File: config.mk
export PLATFORM = sky130hd
export DESIGN_NAME = i2c_token_master
export DESIGN_NICKNAME = d
export VERILOG_FILES = /design/src/rtl/i2c_token_master.sv
export SDC_FILE = /design/constraint.sdc
export NUM_CORES = 1
export LEC_CHECK = 0
export BUFFER_PORTS_ARGS = -buffer_cell sky130_fd_sc_hd__clkbuf_2
export CORE_ASPECT_RATIO = 1.5
export CORE_UTILIZATION = 50
export DETAILED_ROUTE_END_ITERATION = 16
export PLACE_DENSITY = 0.67
export SLEW_MARGIN = 20
export SYNTH_ARGS = -nofsm -noshare
export SYNTH_HDL_FRONTEND = slang
export SYNTH_SLANG_ARGS = --single-unit
File: constraint.sdc
create_clock -name clk -period 8 [get_ports clk]
set_input_delay 0.8 -clock clk [delete_from_list [all_inputs] [get_ports clk]]
set_output_delay 0.8 -clock clk [all_outputs]
set_load 0.1 [all_outputs]
File: src/rtl/i2c_token_master.sv
`timescale 1ns/1ps
module i2c_token_master (
  input  logic        clk,
  input  logic        rst_n,
  input  logic        reg_we,
  input  logic [2:0]  reg_addr,
  input  logic [31:0] reg_wdata,
  output logic [31:0] reg_rdata,
  input  logic        tick,
  output logic        scl_oe,
  output logic        sda_oe,
  input  logic        sda_in
);

  localparam int NTOK  = 16;
  localparam int NBYTE = 8;
  localparam int TIW   = $clog2(NTOK) + 1;
  localparam int BIW   = $clog2(NBYTE);
  localparam logic [3:0] T_START = 4'd1, T_AW = 4'd2, T_AR = 4'd3,
                         T_DATA = 4'd4, T_LAST = 4'd5, T_STOP = 4'd6;

  typedef enum logic [2:0] {S_IDLE, S_FETCH, S_START, S_BYTE, S_STOP} st_t;

  st_t st;
  logic go, ign, busy, err, ign_run;
  logic [7:0] tgt;
  logic [NTOK*4-1:0] tok_q;
  logic [NBYTE*8-1:0] wwin, rwin;
  logic [TIW-1:0] tix;
  logic [BIW-1:0] dix;
  logic [1:0] ph;
  logic [3:0] bitn;
  logic [7:0] sh;
  logic rd_mode, rd_byte, is_data, nack_me, nak, scl_q, sda_q;
  logic [3:0] cur;
  logic launch, at_end;

  assign cur    = tok_q[{tix[TIW-2:0], 2'b00} +: 4];
  assign at_end = tix[TIW-1];
  assign launch = reg_we && reg_addr == 3'd0 && reg_wdata[0] && !go && !busy;
  assign scl_oe = ~scl_q;
  assign sda_oe = ~sda_q;

  always_comb begin
    case (reg_addr)
      3'd0:       reg_rdata = {28'd0, err, busy, ign, go};
      3'd1:       reg_rdata = {24'd0, tgt};
      3'd2, 3'd3: reg_rdata = tok_q[{reg_addr[0], 5'd0} +: 32];
      3'd4, 3'd5: reg_rdata = wwin[{reg_addr[0], 5'd0} +: 32];
      default:    reg_rdata = rwin[{reg_addr[0], 5'd0} +: 32];
    endcase
  end

  always_ff @(posedge clk or negedge rst_n) begin
    if (!rst_n) begin
      go <= 1'b0; ign <= 1'b0; tgt <= '0; tok_q <= '0; wwin <= '0;
    end else if (reg_we) begin
      case (reg_addr)
        3'd0: begin
          go <= reg_wdata[0];
          if (!busy) ign <= reg_wdata[1];
        end
        3'd1:       tgt <= reg_wdata[7:0];
        3'd2, 3'd3: tok_q[{reg_addr[0], 5'd0} +: 32] <= reg_wdata;
        3'd4, 3'd5: wwin[{reg_addr[0], 5'd0} +: 32] <= reg_wdata;
        default: ;
      endcase
    end
  end

  always_ff @(posedge clk or negedge rst_n) begin
    if (!rst_n) begin
      st <= S_IDLE; busy <= 1'b0; err <= 1'b0; ign_run <= 1'b0; rwin <= '0;
      tix <= '0; dix <= '0; ph <= '0; bitn <= '0; sh <= '0;
      rd_mode <= 1'b0; rd_byte <= 1'b0; is_data <= 1'b0; nack_me <= 1'b0; nak <= 1'b0;
      scl_q <= 1'b1; sda_q <= 1'b1;
    end else if (launch) begin
      busy <= 1'b1; err <= 1'b0; ign_run <= reg_wdata[1]; rwin <= '0;
      tix <= '0; dix <= '0; st <= S_FETCH;
    end else begin
      case (st)
        S_FETCH: begin
          ph <= '0; bitn <= '0; nak <= 1'b0;
          if (at_end) begin
            busy <= 1'b0; st <= S_IDLE;
          end else begin
            tix <= tix + 1'b1;
            case (cur)
              T_START: st <= S_START;
              T_STOP:  st <= S_STOP;
              T_AW, T_AR: begin
                sh <= {tgt[7:1], cur[0]};
                rd_mode <= cur[0]; rd_byte <= 1'b0; is_data <= 1'b0;
                st <= S_BYTE;
              end
              T_DATA, T_LAST: begin
                sh <= rd_mode ? 8'hFF : wwin[{dix, 3'b000} +: 8];
                rd_byte <= rd_mode; is_data <= 1'b1; nack_me <= cur[0];
                st <= S_BYTE;
              end
              default: begin busy <= 1'b0; st <= S_IDLE; end
            endcase
          end
        end
        S_START, S_STOP: if (tick) begin
          ph <= ph + 1'b1;
          case (ph)
            2'd0: sda_q <= (st == S_START);
            2'd1: scl_q <= 1'b1;
            2'd2: sda_q <= (st == S_STOP);
            default: begin
              if (st == S_START) scl_q <= 1'b0;
              st <= S_FETCH;
            end
          endcase
        end
        S_BYTE: if (tick) begin
          ph <= ph + 1'b1;
          case (ph)
            2'd0: sda_q <= bitn[3] ? (rd_byte ? nack_me : 1'b1) : sh[7];
            2'd1: scl_q <= 1'b1;
            2'd2: begin
              if (!bitn[3]) sh <= {sh[6:0], sda_in};
              else nak <= !rd_byte && sda_in && !ign_run;
            end
            default: begin
              scl_q <= 1'b0;
              if (!bitn[3]) bitn <= bitn + 1'b1;
              else if (nak) begin
                err <= 1'b1; busy <= 1'b0; st <= S_IDLE;
              end else begin
                if (is_data) dix <= dix + 1'b1;
                if (rd_byte) rwin[{dix, 3'b000} +: 8] <= sh;
                st <= S_FETCH;
              end
            end
          endcase
        end
        default: ;
      endcase
    end
  end

  a_r2_launch_busy: assert property (@(posedge clk) disable iff (!rst_n)
    launch |=> busy && !err);
  a_r9_err_halts: assert property (@(posedge clk) disable iff (!rst_n)
    $rose(err) |-> !busy && st == S_IDLE);
  a_r10_ignore_no_err: assert property (@(posedge clk) disable iff (!rst_n)
    (busy && ign_run) |=> !$rose(err));
  a_r12_sda_steady: assert property (@(posedge clk) disable iff (!rst_n)
    (st == S_BYTE && scl_q && $past(scl_q)) |-> $stable(sda_q));
  a_r5_stop_frees: assert property (@(posedge clk) disable iff (!rst_n)
    (st == S_STOP && tick && ph == 2'd3) |=> scl_q && sda_q);
  a_r4_limit_ends: assert property (@(posedge clk) disable iff (!rst_n)
    (st == S_FETCH && at_end) |=> !busy);

endmodule

==> metrics.md <==
| Metric | Value |
|---|---|
| Max-slew violations | 0 |
| Crit path max-delay family | buffers and inverters |
| Synth Area per Inst | 10.6 um2 |
| Worst reg-to-reg path cell count | 7 |
| Clock slew at reported path FFs | 0.07 ns |
| CP endpoint kind | primary output |
| Beginning of the critical path | reg_addr[2] |
| Rows | 71 |
| # H-tree levels | 1 |
| Post-DP HPWL | 28.6 mm |
| Leak | 6.09 nW |
| Nets@finish | 1279 |
| Headroom to the max-slew limit | 0.246 |
| Area grow syn2layout | 10.3% |
| Crit. path cell count | 7 |
| Crit path time final | 4.47 ns |
| Seq/Total Area, Yosys | 0.461 |
| DR vias/cell | 6.52 |
| Cts repair resizes | 0 |
| Max frequency | 224 MHz |
| Max-Cap Viols | 0 |
| First-pass DRT Iterations | 5 |
| Kind of critical path | in -> out |
| First-pass GRT wire length | 64.0 mm |
| Worst path slowest cell | buf_4 |
| Full die area | 26400 um2 |
| Setup TNS | 0 ns |
| Area contributors post-synth | dfrtp_1, mux2_2, mux4_2 |
| Distinct cells, synth | 62 |
| Remaining antenna violation count | 0 |
| Ratio of final minimum period to clock period | 0.558 |
| RSZ-0062 raised after global routing | false |
| Skew final | 0.0168 ns |
| Area share of the largest cell type after synthesis | 0.457 |
| Post-CTS Hold Buffers | 0 |
| Mapped cell area | 12900 um2 |
| GR Overflow Total | 0 |
| Hold/Removal Path Class | in -> async |
| Critical Path Sink | reg_rdata[31] |
| GRT Total Usage | 0.328 |
| Die W | 133 um |
| Largest net degree at the start of global routing | 122 |
| Async set-reset flop share out of synthesis | 1.00 |
| Chip Height | 198 um |
| Main synth FF type | dfrtp_1 |
| Ant diodes | 0 |
| Yosys warns | 0 |
| Synthesized flop and latch total | 237 |
| Remaining routing DRC violations | 0 |
| R2R setup slack | 4.55 ns |
| Arrival time at the worst endpoint | 3.67 ns |
| Port bufs | 73 |
| Post-layout util | 0.564 |
| Fin Hold WS | 0.351 ns |
| Final hold violation count | 0 |
| Root buffer cell | clkbuf_16 |
| Final setup fails | 0 |
| CP dominant cell by count | a21oi_1 |
| Starting DRT DRC Count | 865 |
| WL/cell | 26.6 um |
| Status | finished clean |
| Reg2reg end | sh[0]$_DFFE_PN0P_ |
| Critical path peak fanout | 82 |
| Total Wirelength | 41.9 mm |
| Vias in the first global route | 10294 |
| I/O Pins | 74 |
| CP Buf/Inv Count | 3 |
| VDD IR max | 0.240 mV |
| Crit path cell chain | buf_4 > buf_4 > mux2i_1 > a21oi_1 > a21oi_1 > a21oi_1 > clkbuf_2 |
| Sink Count | 237 |
| Initial antenna violation count | 0 |
| Layout cells sized above 1 | 0.257 |
| Post-CTS setup buffers | 0 |
| Synth Net Count | 1264 |
| Worst skew pair latency | 0.53 ns |
| Core area | 25100 um2 |
| Max Root-Sink Buffers | 3 |
| Worst setup SP type | input port |
| Initial core utilization | 0.511 |
| CTS Buf Count | 24 |
| Worst-margin pin slew | 1.13 ns |
| Reg2reg start | tix[1]$_DFFE_PN0P_ |
| CTS tree | done |
| Vias | 10254 |
| Critical Path RT | 7.20 ns |
| CP peak stage delay | 0.79 ns |
| Yosys top cell by area | dfrtp_1 |
| Syn Inst Count | 1212 |
| Power Dens Cells | 314 nW/um2 |
| Placer congestion estimate | 0.943 |
| Number of synthesized flops with an enable pin | 0 |
-- Yosys cell counts (all sizes together) (4+ instances only) --
| library cell | number |
|---|---|
| nand4 | 4 |
| a22oi | 4 |
| and3 | 6 |
| mux2 | 144 |
| a211oi | 28 |
| nand2b | 4 |
| mux4 | 35 |
| nand2 | 114 |
| inv | 10 |
| a221oi | 7 |
| buf | 17 |
| nor3 | 9 |
| o21ai | 52 |
| nor3b | 4 |
| nor2 | 83 |
| xnor2 | 5 |
| dfrtp | 235 |
| ha | 12 |
| a21oi | 138 |
| clkbuf | 80 |
| and2 | 6 |
| a22o | 17 |
| o32a | 8 |
| nor2b | 32 |
| nand3 | 41 |
| mux2i | 58 |
| o22ai | 28 |
-- through the flow --
step,total power [W],setup slack [ns],area (um2),cells
after floorplan,0.00280,3.11,12900,1212
after global placement,0.00323,3.38,13300,1529
after detailed placement,0.00326,3.62,13400,1529
after CTS,0.00443,3.63,14200,1573
after global routing,0.00462,3.41,14200,1573
final,0.00446,3.53,14200,1573
-- where the power goes --
| part | internal (W) | switching [W] | total (W) |
|---|---|---|---|
| logic | 0.000570 | 0.000892 | 0.00146 |
| clock network | 0.000690 | 0.000492 | 0.00118 |
| registers | 0.00142 | 0.000395 | 0.00181 |
-- layer usage --
layer  routed length [um]  global-route usage  vias up  share of wire
met5                    0                   0        -              0
met4                 2810               0.206        0          0.067
met3                 2650              0.0377      111          0.063
met2                20400               0.546      444           0.49
met1                16000               0.407     5238           0.38
li1                     -                   -     4461              -
-- layout make-up --
cell class | instances | area, um2
repair buffers | 86 | 478
clock inverters | 10 | 100
flip-flops and latches | 237 | 5930
clock buffers | 34 | 719
well taps | 328 | 410
fillers | 2195 | 11000
inverters | 10 | 37.5
multi-input cells | 868 | 6500
-- sequential cells by signal (all words and copies together), names as in the netlist, 2 cells and up --
register  flops
tgt           8
rwin         64
bitn          4
tok_q        64
wwin         64
sh            8
ph            2
st            3
tix           5
dix           3
-- cell usage in the layout (no fill, tap or decap), drive strengths merged, types with 2 or more instances in the layout --
master,synthesis,layout
nand4,4,4
xor2,2,2
dfrtp,235,235
a21oi,138,138
xnor2,5,5
o32a,8,8
inv,10,10
nand4b,2,2
a22o,17,17
clkbuf,80,103
o21ai,52,52
nand2b,4,4
a22oi,4,4
and3b,2,2
nor2b,32,32
buf,17,17
nor2,83,83
nand3,41,41
or3b,2,2
and3,6,6
o311ai,2,2
nor3,9,9
bufinv,0,2
a221oi,7,7
dfstp,2,2
nand2,114,114
nor3b,4,4
mux2i,58,58
mux2,144,144
o22ai,28,28
clkinv,0,8
a41oi,3,3
and2,6,6
mux4,35,35
a31oi,3,3
ha,12,12
a211oi,28,28
-- worst min path at each step --
| stage | to | slack, ns | cells after the start |
|---|---|---|---|
| finish | wwin[32]$_DFFE_PN0P_ | 0.35 | 1 |
| global placement | nak$_DFFE_PN0P_ | 0.46 | 1 |
| global route | wwin[32]$_DFFE_PN0P_ | 0.45 | 1 |
| floorplan | nak$_DFFE_PN0P_ | 0.43 | 1 |
| CTS | wwin[32]$_DFFE_PN0P_ | 0.41 | 1 |
| detailed placement | nak$_DFFE_PN0P_ | 0.46 | 1 |
-- worst reg2reg max path, stage by stage (launching register included) --
cell      delay [ns]
dfrtp_1         0.70
and2_1          0.43
a221oi_1        0.58
o21ai_1         0.26
nand2_2         0.20
or3b_1          0.58
mux2i_1         0.21
o32a_2          0.38
-- cells by family (layout without fill, tap and decap cells) --
family | count (synthesis) | count (layout) | synth area share
buf+inv | 107 | 140 | 0.0357
mux | 237 | 237 | 0.233
simple gates | 311 | 311 | 0.111
flops | 237 | 237 | 0.461
fa+ha+maj | 12 | 12 | 0.0117
compound gates | 301 | 301 | 0.142
xor+xnor | 7 | 7 | 0.00477
Note: power is estimated with default switching activity, not from simulation.
